==> config.mk <==
export PLATFORM = sky130hd
export DESIGN_NAME = cfg_ready_seq
export DESIGN_NICKNAME = d
export VERILOG_FILES = /design/src/rtl/cfg_seq_pkg.sv /design/src/rtl/cfg_rst_qual.sv /design/src/rtl/cfg_seq_fsm.sv /design/src/rtl/cfg_err_capture.sv /design/src/rtl/cfg_ready_seq.sv
export SDC_FILE = /design/constraint.sdc
export NUM_CORES = 1
export LEC_CHECK = 0
export CAP_MARGIN = 20
export CORE_MARGIN = 2
export CORE_UTILIZATION = 25
export DETAILED_ROUTE_END_ITERATION = 12
export SLEW_MARGIN = 15
export SYNTH_ARGS = -nofsm -noshare
export SYNTH_HDL_FRONTEND = slang
export SYNTH_SLANG_ARGS = --single-unit
==> constraint.sdc <==
create_clock -name clk -period 2 [get_ports clk]
set_input_delay 0.5 -clock clk [delete_from_list [all_inputs] [get_ports clk]]
set_output_delay 0.5 -clock clk [all_outputs]
set_load 0.01 [all_outputs]
==> src/rtl/cfg_seq_pkg.sv <==
package cfg_seq_pkg;

  typedef enum logic [1:0] {
    ST_WAIT_LOAD = 2'd0,
    ST_CHECKING  = 2'd1,
    ST_RELEASED  = 2'd2,
    ST_FAILED    = 2'd3
  } seq_state_e;

  // Saturating increment used by both counters in the block.
  function automatic logic [31:0] sat_inc(input logic [31:0] val,
                                          input logic [31:0] lim);
    return (val >= lim) ? lim : val + 32'd1;
  endfunction

  // True once a low level has lasted long enough to count as a reset request.
  function automatic logic low_long_enough(input logic [31:0] low_cnt,
                                           input logic [31:0] min_low);
    return low_cnt >= min_low;
  endfunction

endpackage

==> src/rtl/cfg_rst_qual.sv <==
module cfg_rst_qual #(
  parameter int MIN_LOW_CYC = 50,
  parameter int SYNC_STAGES = 2
) (
  input  logic clk,
  input  logic por_n,
  input  logic pin_n,
  output logic qual_ok,
  output logic restart_q
);
  import cfg_seq_pkg::*;

  localparam int LOW_W = $clog2(MIN_LOW_CYC + 1);

  logic [SYNC_STAGES-1:0] sync_q;
  logic                   pin_low;
  logic [LOW_W-1:0]       low_cnt;

  generate
    if (SYNC_STAGES == 1) begin : g_sync1
      always_ff @(posedge clk or negedge por_n) begin
        if (!por_n) sync_q <= 1'b1;
        else        sync_q <= pin_n;
      end
    end else begin : g_syncn
      always_ff @(posedge clk or negedge por_n) begin
        if (!por_n) sync_q <= '1;
        else        sync_q <= {sync_q[SYNC_STAGES-2:0], pin_n};
      end
    end
  endgenerate

  assign pin_low = !sync_q[SYNC_STAGES-1];
  assign qual_ok = low_long_enough(32'(low_cnt), 32'(MIN_LOW_CYC));

  always_ff @(posedge clk or negedge por_n) begin
    if (!por_n) begin
      low_cnt   <= '0;
      restart_q <= 1'b0;
    end else begin
      restart_q <= !pin_low && qual_ok;
      if (pin_low) low_cnt <= LOW_W'(sat_inc(32'(low_cnt), 32'(MIN_LOW_CYC)));
      else         low_cnt <= '0;
    end
  end

endmodule

==> src/rtl/cfg_seq_fsm.sv <==
module cfg_seq_fsm (
  input  logic clk,
  input  logic por_n,
  input  logic restart,
  input  logic load_done,
  input  logic chk_en,
  input  logic pass_done,
  input  logic pass_uncorr,
  output logic launch_evt,
  output logic fail_evt,
  output logic in_check,
  output logic start_pass,
  output logic ready,
  output logic io_enable
);
  import cfg_seq_pkg::*;

  seq_state_e st_q, st_d;

  always_comb begin
    st_d       = st_q;
    launch_evt = 1'b0;
    fail_evt   = 1'b0;
    if (restart) begin
      st_d = ST_WAIT_LOAD;
    end else begin
      case (st_q)
        ST_WAIT_LOAD: if (load_done) begin
          if (chk_en) begin
            launch_evt = 1'b1;
            st_d       = ST_CHECKING;
          end else begin
            st_d = ST_RELEASED;
          end
        end
        ST_CHECKING: if (pass_done) begin
          if (pass_uncorr) begin
            fail_evt = 1'b1;
            st_d     = ST_FAILED;
          end else begin
            st_d = ST_RELEASED;
          end
        end
        default: st_d = st_q;
      endcase
    end
  end

  assign in_check = (st_q == ST_CHECKING);

  always_ff @(posedge clk or negedge por_n) begin
    if (!por_n) begin
      st_q       <= ST_WAIT_LOAD;
      start_pass <= 1'b0;
      ready      <= 1'b0;
      io_enable  <= 1'b0;
    end else begin
      st_q       <= st_d;
      start_pass <= launch_evt;
      ready      <= (st_d == ST_RELEASED);
      io_enable  <= (st_d == ST_RELEASED);
    end
  end

endmodule

==> src/rtl/cfg_err_capture.sv <==
module cfg_err_capture #(
  parameter int STAMP_W = 16
) (
  input  logic               clk,
  input  logic               por_n,
  input  logic               clear,
  input  logic               launch,
  input  logic               in_check,
  input  logic               fail,
  output logic               err_flag,
  output logic [STAMP_W-1:0] err_cycles
);
  import cfg_seq_pkg::*;

  localparam logic [31:0] STAMP_MAX = 32'((64'd1 << STAMP_W) - 64'd1);

  logic [STAMP_W-1:0] run_cnt;

  always_ff @(posedge clk or negedge por_n) begin
    if (!por_n) begin
      run_cnt    <= '0;
      err_flag   <= 1'b0;
      err_cycles <= '0;
    end else begin
      if (launch)        run_cnt <= '0;
      else if (in_check) run_cnt <= STAMP_W'(sat_inc(32'(run_cnt), STAMP_MAX));
      if (clear) begin
        err_flag   <= 1'b0;
        err_cycles <= '0;
      end else if (fail) begin
        err_flag   <= 1'b1;
        err_cycles <= STAMP_W'(sat_inc(32'(run_cnt), STAMP_MAX));
      end
    end
  end

endmodule

==> src/rtl/cfg_ready_seq.sv <==
module cfg_ready_seq #(
  parameter int MIN_LOW_CYC = 50,
  parameter int SYNC_STAGES = 2,
  parameter int STAMP_W     = 16
) (
  input  logic               clk,
  input  logic               por_n,
  input  logic               cfg_rst_n,
  input  logic               load_done,
  input  logic               cfg_wr,
  input  logic               cfg_wdata,
  input  logic               pass_done,
  input  logic               pass_uncorr,
  output logic               start_pass,
  output logic               ready,
  output logic               io_enable,
  output logic               err_flag,
  output logic [STAMP_W-1:0] err_cycles,
  output logic               restart_config
);

  logic chk_en_q;
  logic qual_ok;
  logic launch_evt;
  logic fail_evt;
  logic in_check;

  always_ff @(posedge clk or negedge por_n) begin
    if (!por_n)      chk_en_q <= 1'b0;
    else if (cfg_wr) chk_en_q <= cfg_wdata;
  end

  cfg_rst_qual #(
    .MIN_LOW_CYC(MIN_LOW_CYC),
    .SYNC_STAGES(SYNC_STAGES)
  ) u_qual (
    .clk      (clk),
    .por_n    (por_n),
    .pin_n    (cfg_rst_n),
    .qual_ok  (qual_ok),
    .restart_q(restart_config)
  );

  cfg_seq_fsm u_fsm (
    .clk        (clk),
    .por_n      (por_n),
    .restart    (restart_config),
    .load_done  (load_done),
    .chk_en     (chk_en_q),
    .pass_done  (pass_done),
    .pass_uncorr(pass_uncorr),
    .launch_evt (launch_evt),
    .fail_evt   (fail_evt),
    .in_check   (in_check),
    .start_pass (start_pass),
    .ready      (ready),
    .io_enable  (io_enable)
  );

  cfg_err_capture #(.STAMP_W(STAMP_W)) u_err (
    .clk       (clk),
    .por_n     (por_n),
    .clear     (restart_config),
    .launch    (launch_evt),
    .in_check  (in_check),
    .fail      (fail_evt),
    .err_flag  (err_flag),
    .err_cycles(err_cycles)
  );

endmodule

== After elaboration in Yosys (flattened, before gate mapping) ==
Cells that the tools add are included.

* Register bits: 47
* Bits of input ports: 8
* Word-level logic and storage cells: 43

* $add $sub $neg: 2
* $lt $le $gt $ge: 2
* Eq/ne operators: 2
* Muxes and demuxes: 23
* Reductions and logical operators: 4

{| class="wikitable"
|+ Operators by type and width
! cell !! count
|-
| 2-to-1 mux 16 bit || 5
|-
| adder 16 x 1 -> 16 bit, second input constant || 1
|-
| greater-or-equal comparator 16 bit, second input constant || 1
|-
| 2-to-1 mux 6 bit || 2
|-
| 2-to-1 mux 1 bit || 11
|-
| 2-to-1 mux 2 bit || 4
|-
| adder 6 x 1 -> 6 bit, second input constant || 1
|-
| greater-or-equal comparator 6 bit, second input constant || 1
|-
| one-hot mux 2 bit (2 select lines) || 1
|-
| nonzero test 2 bit || 2
|-
| == test 2 x 1 -> 1 bit, second input constant || 1
|-
| == test 2 bit, second input constant || 1
|-
| logical NOT 2 bit || 1
|-
| logical AND 1 bit || 1
|}

== Logic depth before layout (Yosys ltp) ==
Gate-level depths: netlist of the first run.

* Depth after elaboration: 6
* Mapped depth: 7
* Gate-level depth less buffers: 6

== Hierarchy ==
A second synthesis of the first run with hierarchy kept.

* Cells, all modules: 247
* Area, all modules: 2416.1 um^2

{| class="wikitable"
|+ By module, submodules not included
! module !! times used !! cells each !! area an instance (um^2)
|-
| cfg_err_capture || 1 || 198 || 1820.5
|-
| cfg_rst_qual || 1 || 30 || 370.4
|-
| cfg_seq_fsm || 1 || 17 || 185.2
|-
| cfg_ready_seq || 1 || 2 || 40.0
|}

== Least setup slack after synthesis of the first run ==
No wires, ideal clock.

* Path kind: flip-flop to flip-flop
* From: register u_err.run_cnt[0]
* To: register u_err.err_cycles[12]
* Library setup time: 96 ps
* Arrival time: 1663 ps
* Data required time: 1904 ps
* Path slack: 241 ps
* Cell stages (with the launch flop): 7
* Buffers on the path: 1
* Clock period less this slack: 1759 ps
* Cells stage by stage: dfrtp_1 -> ha_1 -> nand3_2 -> nor4_4 -> buf_6 -> xnor2_1 -> a311oi_2

* Cells in the longest elaborated chain, start to end: 4

{| class="wikitable"
|+ RTL lines
! what !! RTL line !! text
|-
| start, declared || cfg_err_capture.sv:17 || <nowiki>logic [STAMP_W-1:0] run_cnt;</nowiki>
|-
| start signal, assigned || cfg_err_capture.sv:26 || <nowiki>else if (in_check) run_cnt <= STAMP_W'(sat_inc(32'(run_cnt), STAMP_MAX));</nowiki>
|-
| adder 16 x 1 -> 16 bit / greater-or-equal comparator 16 bit (equally long branches) || cfg_seq_pkg.sv:13 || <nowiki>return (val >= lim) ? lim : val + 32'd1;</nowiki>
|-
| 2-to-1 mux 16 bit (*) || cfg_seq_pkg.sv:13 ||
|-
| 2-to-1 mux 16 bit (*) || cfg_err_capture.sv:30 || <nowiki>end else if (fail) begin</nowiki>
|-
| 2-to-1 mux 16 bit (*) || cfg_err_capture.sv:27 || <nowiki>if (clear) begin</nowiki>
|-
| end signal, assigned || cfg_err_capture.sv:32 || <nowiki>err_cycles <= STAMP_W'(sat_inc(32'(run_cnt), STAMP_MAX));</nowiki>
|-
| end, declared || cfg_err_capture.sv:11 || <nowiki>output logic [STAMP_W-1:0] err_cycles</nowiki>
|}

Mark *: on every way between the ends. The rest lies on a longest branch, timed or not. The select of a mux whose other input is x is not followed.
A chain may end at the register's enable or synchronous reset.

== Worst setup path in the final report of the first run ==
* From: register u_err.run_cnt[11]
* To: register u_err.run_cnt[13]

* Cells in the longest elaborated chain, start to end: 4

{| class="wikitable"
|+ RTL lines
! what !! RTL line !! text
|-
| adder 16 x 1 -> 16 bit / greater-or-equal comparator 16 bit (equally long branches) || cfg_seq_pkg.sv:13 ||
|-
| 2-to-1 mux 16 bit (*) || cfg_seq_pkg.sv:13 ||
|-
| 2-to-1 mux 16 bit (*) || cfg_err_capture.sv:26 ||
|-
| 2-to-1 mux 16 bit (*) || cfg_err_capture.sv:25 || <nowiki>if (launch) run_cnt <= '0;</nowiki>
|}

Marks and branches as above.

==> metrics.txt, run 1 <==
WP data required 2.19 ns; R2R setup slack 0.12 ns; number of global-route vias before repair 1841; max-slew violations 0; clock power share 0.222; synth warn 0; XOR/XNOR share of the synthesized area 0.04553; P_sw 958.2 uW; largest family of logic cells by synthesized area simple AND/OR/NAND/NOR gates; die area 10020 sq um; total core area 9109 sq um; Final Hold Vio Count 0; total CTS buffers 5; internal power 1909 uW; Clock Latency Late Sink 0.30 ns; leakage 0.001155 uW; normalized max-slew margin 0.6387; final wirelength 5.185 mm; EDFF count, synth 0; # rows 35; worst-path cell chain nand3_1, nor4_4, buf_4, a21oi_2, a311oi_1; worst slew pin tran 0.5420 ns; switching share of power 0.3342; top_reg_cell synth dfrtp_1; FF-to-FF End u_err.run_cnt[13]; clk root buf clkbuf_8; initial antenna violation count 0; post-synthesis register bit count 47; part of the power in combinational logic 0.326; worst r2r src u_err.run_cnt[11]; TritonCTS clock tree yes; worst min path class in -> async; Cells after Synth 223; Sequential Power Share 0.453; Initial Utilization 0.2534; crit-path max cell delay 0.49 ns; critical path's slowest cell dfrtp_1; GRT Residual Overflow 0; via density per instance 4.928; Clock Pin Slew Worst Setup and Hold Paths 0.09 ns; post-DP HPWL 3.837 mm; DRT Pass-1 Iters 4; final setup violating endpoints 0; nets@finish 276; number of maximum-capacitance violations 0; num ports 29; post-synthesis mux area share 0.004878; gr usage total 0.1108; pwr/cell area 977.3 nW/um^2; critical path peak fanout 10; Layout Skew 0.007775 ns; Residual DRC 0; Adder-Cell Fraction of Synth Area 0.01626; Tot Pwr 2867 uW; remaining antenna violation count after routing 0; routed via count 1858; async set or reset register ratio after synthesis 1.000; Bufs and invs on worst path 1; compound-cell area share of the yosys netlist 0.1713; most common library cell in the layout ignoring fill and taps dfrtp_1; share of cells above drive strength 1 0.1842; synth unique cells 47; R2R depth 5; area of the multi-input gates 1028 sq um; Final Cycle Share 0.9417; post-synthesis area per instance 10.35 sq um; GP Congestion 0.8366; fin area 2934 sq um; TritonCTS Sinks 47; crit path launch type register; antenna cells 0; clock buffer depth 2; Die Y 100.1 microns; commonest non-fill, non-tap cells in the layout dfrtp_1, nor2_1, clkdlybuf4s50_1; Worst VDD drop 0.0002823 V; Setup CP Type reg -> reg; fillers 951; Port Buffers 28; DR WL/cell 13.75 microns; post-synth net total 234; area fraction in and, or, nand and nor cells after synthesis 0.2060; largest net degree at the start of global routing 22; Mapped Area 2308 sq um; RSZ-0062 raised after global routing false; outcome completed; family with the most delay on the worst path simple AND/OR/NAND/NOR gates; Seq/Total Area, Yosys 0.5106; WHS 0.03889 ns; Tmin final 1.883 ns; placed cell areas 2825 sq um; nature of the critical path endpoint register; Worst Path Arrival 2.07 ns; Starting DRT DRC Count 130; fmax 0.5310 GHz; H-Tree Depth 2; global-route wire length before repair 8.894 mm; Sequential Area 1180 sq um; Synth-to-Final Area Change 27.10%; Die Span X 100.1 microns
[cells by family after synthesis]
logic type | Yosys count
simple gates | 83
buf+inv | 21
xor+xnor | 12
flops | 47
mux | 1
compound gates | 56
fa+ha+maj | 3
[registers in the layout, indices dropped and copies added, names as in the netlist, 2 cells and up]
name,cells
u_fsm.st_q,2
u_qual.low_cnt,6
u_err.run_cnt,16
u_err.err_cycles,16
u_qual.sync_q,2
[layer usage]
| layer | GRT usage | vias to the layer above | share of wire |
|---|---|---|---|
| li1 | - | 913 | - |
| met1 | 0.1426 | 903 | 0.45 |
| met2 | 0.1871 | 40 | 0.51 |
| met3 | 0.02437 | 2 | 0.038 |
| met4 | 0.03267 | 0 | 0.0033 |
| met5 | 0 | - | 0 |
[Yosys cell counts (all sizes together) (3+ instances only)]
cell	count	area, sq um
a211oi	15	112.6
a21oi	15	78.83
a311oi	9	85.08
a31oi	3	18.77
and3	3	18.77
and4	3	26.28
buf	9	58.80
clkbuf	8	31.28
dfrtp	45	1126
ha	3	37.54
inv	4	15.01
nand2	7	26.28
nand3	11	72.57
nand4	5	37.53
nor2	28	105.1
nor3	7	35.03
nor4	7	71.31
o21ai	5	25.02
xnor2	11	96.34
[worst max path at each step]
stage / start / endpoint / depth (start not counted)
6_report: u_err.run_cnt[11] / u_err.run_cnt[13] / 5
5_1_grt: u_err.run_cnt[11] / u_err.run_cnt[15] / 5
4_1_cts: u_err.run_cnt[0] / u_err.err_cycles[10] / 5
3_5_place_dp: pass_uncorr / u_err.err_cycles[10] / 4
3_3_place_gp: pass_uncorr / u_err.err_cycles[0] / 4
2_1_floorplan: u_err.run_cnt[0] / u_err.err_cycles[12] / 6
[power by group through the flow]
stage | Combinational (uW) | Sequential, uW | Clock, uW
CTS | 939 | 1300 | 662
floorplan | 535 | 1320 | 0
global route | 1030 | 1330 | 701
detailed placement | 933 | 1320 | 0
finish | 934 | 1300 | 635
global placement | 918 | 1310 | 0
[final cells by class]
class                           instances  share of cell area
Clock buffer                            7             0.03284
Sequential cell                        47              0.4021
Tap cell                              111             0.04733
Timing Repair Buffer                   52              0.1595
Clock inverter                          1            0.002559
Inverter                                4            0.005117
Multi-Input combinational cell        155              0.3505
[metrics by stage]
step	util	TNS [ns]	std cells	setup WS, ns
2_1_floorplan	-	0	223	0.2411
3_3_place_gp	0.3102	-1.494	369	-0.1398
3_5_place_dp	0.3102	-1.848	369	-0.1846
4_1_cts	0.3216	0	377	0.09604
5_1_grt	0.3221	0	377	0.009867
6_report	0.3221	0	377	0.1166
[what timing repair did]
action                     in CTS  in global routing
hold buffers                    0                  0
setup endpoints to repair       0                 12
hold endpoints to repair        0                  0
resized for setup               0                  2
buffers inserted                0                  0
No activity file was read; power rests on OpenSTA's default activity.
==> run 2: changes to the inputs <==
--- a/config.mk
+++ b/config.mk
@@ -9,6 +9,7 @@
 export CORE_MARGIN = 2
 export CORE_UTILIZATION = 25
 export DETAILED_ROUTE_END_ITERATION = 12
+export GPL_TIMING_DRIVEN = 0
 export SLEW_MARGIN = 15
 export SYNTH_ARGS = -nofsm -noshare
 export SYNTH_HDL_FRONTEND = slang
==> run 2 against run 1 <==
- non-clock buffer count is 7 lower
- cell count decreased by 1.9%
- wire length is 2.0% lower
- critical endpoint is now u_err.run_cnt[10]
- sequential share of layout area up 0.95 points
- hold slack better by 0.17 ns
- register-to-register slack got worse by 0.02 ns
- critical path type is now in -> reg
==> metrics.txt, run 2 (synthesized netlist as in run 1, its figures left out) <==
outcome completed (unchanged); final setup violating endpoints 0 (unchanged); Final Hold Vio Count 0 (unchanged); final wirelength 5.080 mm (was 5.185 mm); largest net degree at the start of global routing 26 (was 22); nature of the critical path endpoint register (unchanged); Clock Latency Late Sink 0.30 ns (about the same); TritonCTS clock tree yes (unchanged); fin area 2867 sq um (was 2934 sq um); Residual DRC 0 (unchanged); P_sw 946.1 uW (was 958.2 uW); die area 10020 sq um (unchanged); commonest non-fill, non-tap cells in the layout dfrtp_1, nor2_1, clkdlybuf4s50_1 (unchanged); hold-fix buffers at CTS 0 (unchanged); remaining antenna violation count after routing 0 (unchanged); Sequential Power Share 0.459 (was 0.453); biggest regs u_err.err_cycles (16), u_err.run_cnt (16), u_qual.low_cnt (6) (unchanged); Setup CP Type in -> reg (was reg -> reg); part of the power in combinational logic 0.302 (was 0.326); antenna cells 0 (unchanged); fmax 0.5223 GHz (was 0.5310 GHz); critical path peak fanout 10 (unchanged); internal power 1920 uW (was 1909 uW); max-slew violations 0 (unchanged); placed cell areas 2750 sq um (was 2825 sq um); Final Cycle Share 0.9573 (was 0.9417); total core area 9109 sq um (unchanged); Worst VDD drop 0.0002804 V (was 0.0002823 V); TritonCTS Sinks 47 (unchanged); normalized max-slew margin 0.5922 (was 0.6387); total CTS buffers 5 (unchanged); initial antenna violation count 0 (unchanged); worst-path cell chain clkdlybuf4s50_1, nand2_1, or4_1, clkbuf_1, inv_1, clkbuf_4, a311oi_1 (was nand3_1, nor4_4, buf_4, a21oi_2, a311oi_1); leakage 0.001106 uW (was 0.001155 uW); pwr/cell area 999.9 nW/um^2 (was 977.3 nW/um^2); Initial Utilization 0.2534 (unchanged); # rows 35 (unchanged); family with the most delay on the worst path buffers and inverters (was simple AND/OR/NAND/NOR gates); Synth-to-Final Area Change 24.17% (was 27.10%); most common library cell in the layout ignoring fill and taps dfrtp_1 (unchanged); Clock Pin Slew Worst Setup and Hold Paths 0.08 ns (was 0.09 ns); DRT Pass-1 Iters 4 (unchanged); Layout Skew 0.01236 ns (was 0.007775 ns); gr usage total 0.1081 (was 0.1108); fin cells 370 (was 377); worst slew pin tran 0.6116 ns (was 0.5420 ns); Die Y 100.1 microns (unchanged); Bufs and invs on worst path 4 (was 1); placed cell count 363 (was 369); num ports 29 (unchanged); Tmin final 1.915 ns (was 1.883 ns); DR WL/cell 13.73 microns (was 13.75 microns); clock buffer depth 2 (unchanged); clk root buf clkbuf_8 (unchanged); number of maximum-capacitance violations 0 (unchanged); crit path launch type input pin (was register); GP Congestion 0.8230 (was 0.8366); critical path's slowest cell clkdlybuf4s50_1 (was dfrtp_1); crit-path max cell delay 0.48 ns (was 0.49 ns); post-DP HPWL 3.744 mm (was 3.837 mm); RSZ-0062 raised after global routing true (was false); via density per instance 4.922 (was 4.928); share of cells above drive strength 1 0.1390 (was 0.1842); GRT Residual Overflow 0 (unchanged); H-Tree Depth 2 (unchanged); number of global-route vias before repair 1804 (was 1841); clock power share 0.240 (was 0.222); Starting DRT DRC Count 38 (was 130); routed via count 1821 (was 1858); Port Buffers 28 (unchanged); worst min path class in -> async (unchanged); Worst Path Arrival 2.05 ns (was 2.07 ns); switching share of power 0.3301 (was 0.3342); global-route wire length before repair 8.742 mm (was 8.894 mm); nets@finish 269 (was 276); WP data required 2.14 ns (was 2.19 ns); Die Span X 100.1 microns (unchanged)
run 2: cell count changes in the layout (fill, tap and decap cells not counted), sizes merged:
cell | previous run | this run
buf | 25 | 10
bufinv | 0 | 1
clkbuf | 7 | 15
clkinvlp | 1 | 0
run 2: power by group through the flow:
stage / registers [uW] / logic [uW] / clock network [uW]
finish: 1310 / 864 / 688
global route: 1350 / 954 / 745
CTS: 1300 / 874 / 711
detailed placement: 1320 / 864 / 0
global placement: 1310 / 850 / 0
floorplan: 1320 / 535 / 0
run 2: final timing paths:
kind | from | endpoint | slack [ns] | cells after the start
setup / recovery | load_done | u_err.run_cnt[10] | 0.09 | 7
setup reg to reg | u_err.run_cnt[12] | u_err.run_cnt[10] | 0.10 | 5
hold reg to reg | u_qual.sync_q[0] | u_qual.sync_q[1] | 0.36 | 0
hold / removal | por_n | u_qual.low_cnt[1] | 0.21 | 1
min in group clk | u_qual.sync_q[0] | u_qual.sync_q[1] | 0.36 | 0
max in group asynchronous | por_n | u_err.err_cycles[7] | 1.26 | 2
run 2: timing repair:
action | in CTS | in global routing
resized for setup | 2 | 4
setup buffers | 0 | 0
setup endpoints to repair | 23 | 24
pin swaps | 1 | 0
run 2: layout make-up:
class | instances | area (sq um)
inverters | 4 | 15.01
clock inverters | 1 | 30.03
flip-flops and latches | 47 | 1180
plain buffers | 16 | 90.09
well taps | 111 | 138.9
fillers | 947 | 6242
multi-input cells | 155 | 1033
clock buffers | 7 | 76.32
repair buffers | 29 | 302.8
run 2: layer usage:
layer	routed length, microns	up-vias	global-route usage
met4	66	0	0.03477
met1	2359	877	0.1327
li1	-	895	-
met2	2466	42	0.1913
met5	0	-	0
met3	187	7	0.02089
run 2: metrics by stage:
stage | setup slack [ns] | hold WS, ns | util | power, uW | setup TNS (ns)
6_report | 0.08539 | 0.2068 | 0.3147 | 2866 | 0
5_1_grt | -0.006942 | 0.2640 | 0.3147 | 3044 | -0.006942
4_1_cts | 0.04185 | 0.2332 | 0.3140 | 2889 | 0
3_5_place_dp | -0.2567 | 0.3472 | 0.3019 | 2184 | -2.819
3_3_place_gp | -0.9333 | 0.3461 | 0.2995 | 2161 | -45.06
2_1_floorplan | 0.2411 | 0.2044 | - | 1851 | 0
==> run 3: changes to the inputs <==
--- a/config.mk
+++ b/config.mk
@@ -6,10 +6,10 @@
 export NUM_CORES = 1
 export LEC_CHECK = 0
 export CAP_MARGIN = 20
-export CORE_MARGIN = 2
 export CORE_UTILIZATION = 25
 export DETAILED_ROUTE_END_ITERATION = 12
 export GPL_TIMING_DRIVEN = 0
+export MAX_ROUTING_LAYER = met4
 export SLEW_MARGIN = 15
 export SYNTH_ARGS = -nofsm -noshare
 export SYNTH_HDL_FRONTEND = slang
==> run 3 against run 2 <==
- the flow now finishes with violations (design-rule violations)
- non-clock buffer count up 2
- final area grew 0.13%
- utilization rose by 0.97 points
- setup slack got worse by 0.00094 ns
- flip-flop and latch count is the same
- count of clock-buffer cells in the layout fell by 1
- highest routed layer unchanged
- largest cell class unchanged
- via count up 2.0%
==> metrics.txt, run 3 (synthesized netlist as in run 1, its figures left out) <==
Die Y 98.09 microns (was 100.1 microns); GP Congestion 0.7895 (was 0.8230); antenna cells 0 (unchanged); normalized max-slew margin 0.5989 (was 0.5922); final setup violating endpoints 0 (unchanged); fillers 909 (was 947); Final Cycle Share 0.9578 (was 0.9573); crit path launch type input pin (unchanged); critical path peak fanout 10 (unchanged); clock power share 0.202 (was 0.240); Starting DRT DRC Count 68 (was 38); number of global-route vias before repair 1798 (was 1804); Sequential Power Share 0.470 (was 0.459); hold-fix buffers at CTS 0 (unchanged); GRT Residual Overflow 0 (unchanged); R2R setup slack 0.11 ns (was 0.10 ns); Final Hold Vio Count 0 (unchanged); share of cells above drive strength 1 0.1571 (was 0.1390); switching share of power 0.3489 (was 0.3301); final worst slack 0.08446 ns (was 0.08539 ns); fin util 0.3244 (was 0.3147); Worst VDD drop 0.0003303 V (was 0.0002804 V); TritonCTS Sinks 47 (unchanged); fmax 0.5220 GHz (was 0.5223 GHz); post-DP HPWL 3.770 mm (was 3.744 mm); leakage 0.001107 uW (was 0.001106 uW); RSZ-0062 raised after global routing true (unchanged); Port Buffers 28 (unchanged); pwr/cell area 975.7 nW/um^2 (was 999.9 nW/um^2); area of the multi-input gates 1042 sq um (was 1033 sq um); Setup CP Type in -> reg (unchanged); routed via count 1858 (was 1821); Layout Skew 0.007138 ns (was 0.01236 ns); Sequential Area 1181 sq um (was 1180 sq um); DR WL/cell 13.96 microns (was 13.73 microns); global-route wire length before repair 8.873 mm (was 8.742 mm); part of the power in combinational logic 0.327 (was 0.302); largest net degree at the start of global routing 25 (was 26); via density per instance 5.035 (was 4.922); worst slew pin tran 0.6017 ns (was 0.6116 ns); Initial Utilization 0.2609 (was 0.2534); Clock Latency Late Sink 0.30 ns (about the same); Tmin final 1.916 ns (was 1.915 ns); Synth-to-Final Area Change 24.34% (was 24.17%); internal power 1824 uW (was 1920 uW); post-place setup slack -0.2610 ns (was -0.2567 ns); number of maximum-capacitance violations 0 (unchanged); max-slew violations 0 (unchanged); outcome complete, but fails checks (was completed); nets@finish 271 (was 269); num ports 29 (unchanged); # rows 34 (was 35); DRT Pass-1 Iters 8 (was 4); initial antenna violation count 0 (unchanged); Tot Pwr 2801 uW (was 2866 uW); TritonCTS clock tree yes (unchanged); Worst Path Arrival 2.07 ns (was 2.05 ns); WP data required 2.16 ns (was 2.14 ns); P_sw 977.0 uW (was 946.1 uW); clk root buf clkbuf_8 (unchanged); most common library cell in the layout ignoring fill and taps dfrtp_1 (unchanged); biggest regs u_err.err_cycles (16), u_err.run_cnt (16), u_qual.low_cnt (6) (unchanged); commonest non-fill, non-tap cells in the layout dfrtp_1, nor2_1, clkdlybuf4s50_1 (unchanged); Die Span X 98.09 microns (was 100.1 microns); gr usage total 0.1190 (was 0.1081); Residual DRC 4 (was 0); Clock Pin Slew Worst Setup and Hold Paths 0.09 ns (was 0.08 ns); remaining antenna violation count after routing 0 (unchanged); worst min path class in -> async (unchanged); clock buffer depth 2 (unchanged); total CTS buffers 5 (unchanged); H-Tree Depth 2 (unchanged); die area 9622 sq um (was 10020 sq um); total core area 8848 sq um (was 9109 sq um); final wirelength 5.150 mm (was 5.080 mm); nature of the critical path endpoint register (unchanged); failing checks design-rule violations
## run 3: path summary, 6_finish.rpt
| kind | start | endpoint | depth (start not counted) |
|---|---|---|---|
| setup / recovery | load_done | u_err.run_cnt[9] | 7 |
| hold / removal | por_n | u_qual.low_cnt[0] | 1 |
| setup reg to reg | u_err.run_cnt[0] | u_err.err_cycles[5] | 6 |
| hold reg to reg | u_qual.sync_q[0] | u_qual.sync_q[1] | 0 |
| max in group asynchronous | por_n | u_err.run_cnt[1] | 2 |
| min in group clk | u_qual.sync_q[0] | u_qual.sync_q[1] | 0 |
## run 3: power by group through the flow
stage / Clock (uW) / Sequential (uW) / Combinational [uW]
after floorplan: 0 / 1320 / 535
after global placement: 0 / 1310 / 855
after detailed placement: 0 / 1320 / 874
after CTS: 585 / 1300 / 878
after global routing: 626 / 1350 / 1020
final: 567 / 1320 / 917
## run 3: critical path: stages
cell and delay [ns]:
clkdlybuf4s50_1 0.48, nand2_1 0.05, or4_1 0.39, clkbuf_1 0.20, inv_1 0.15, clkbuf_4 0.24
a311oi_1 0.07
## run 3: routing by layer
| metal | up-vias | wire length [microns] | global-route usage |
|---|---|---|---|
| met3 | 5 | 188 | 0.02577 |
| li1 | 900 | - | - |
| met1 | 916 | 2344 | 0.1453 |
| met2 | 37 | 2537 | 0.1923 |
| met4 | 0 | 80 | 0.04429 |
| met5 | - | 0 | - |
## run 3: area by class of cell
cell class / count / area share
sequential: 47 / 0.4115
multi-input combinational: 155 / 0.3631
timing repair buffer: 31 / 0.1107
tap: 108 / 0.04708
buffer: 16 / 0.03269
clock buffer: 6 / 0.02528
inverter: 4 / 0.005231
clock inverter: 2 / 0.004359
## run 3: stage by stage
stage	hold slack, ns	area, sq um	std cells	setup TNS [ns]
after floorplan	0.2044	2308	223	0
after global placement	0.3465	2724	359	-45.03
after detailed placement	0.3472	2746	360	-2.923
after CTS	0.2090	2833	368	0
after global routing	0.2152	2870	369	-0.2144
final	0.1945	2870	369	0
## run 3: repair_timing
action,4_1_cts,5_1_grt
gates resized for setup,1,11
setup endpoints to repair,23,26
pin swaps,1,1
buffers inserted,0,2
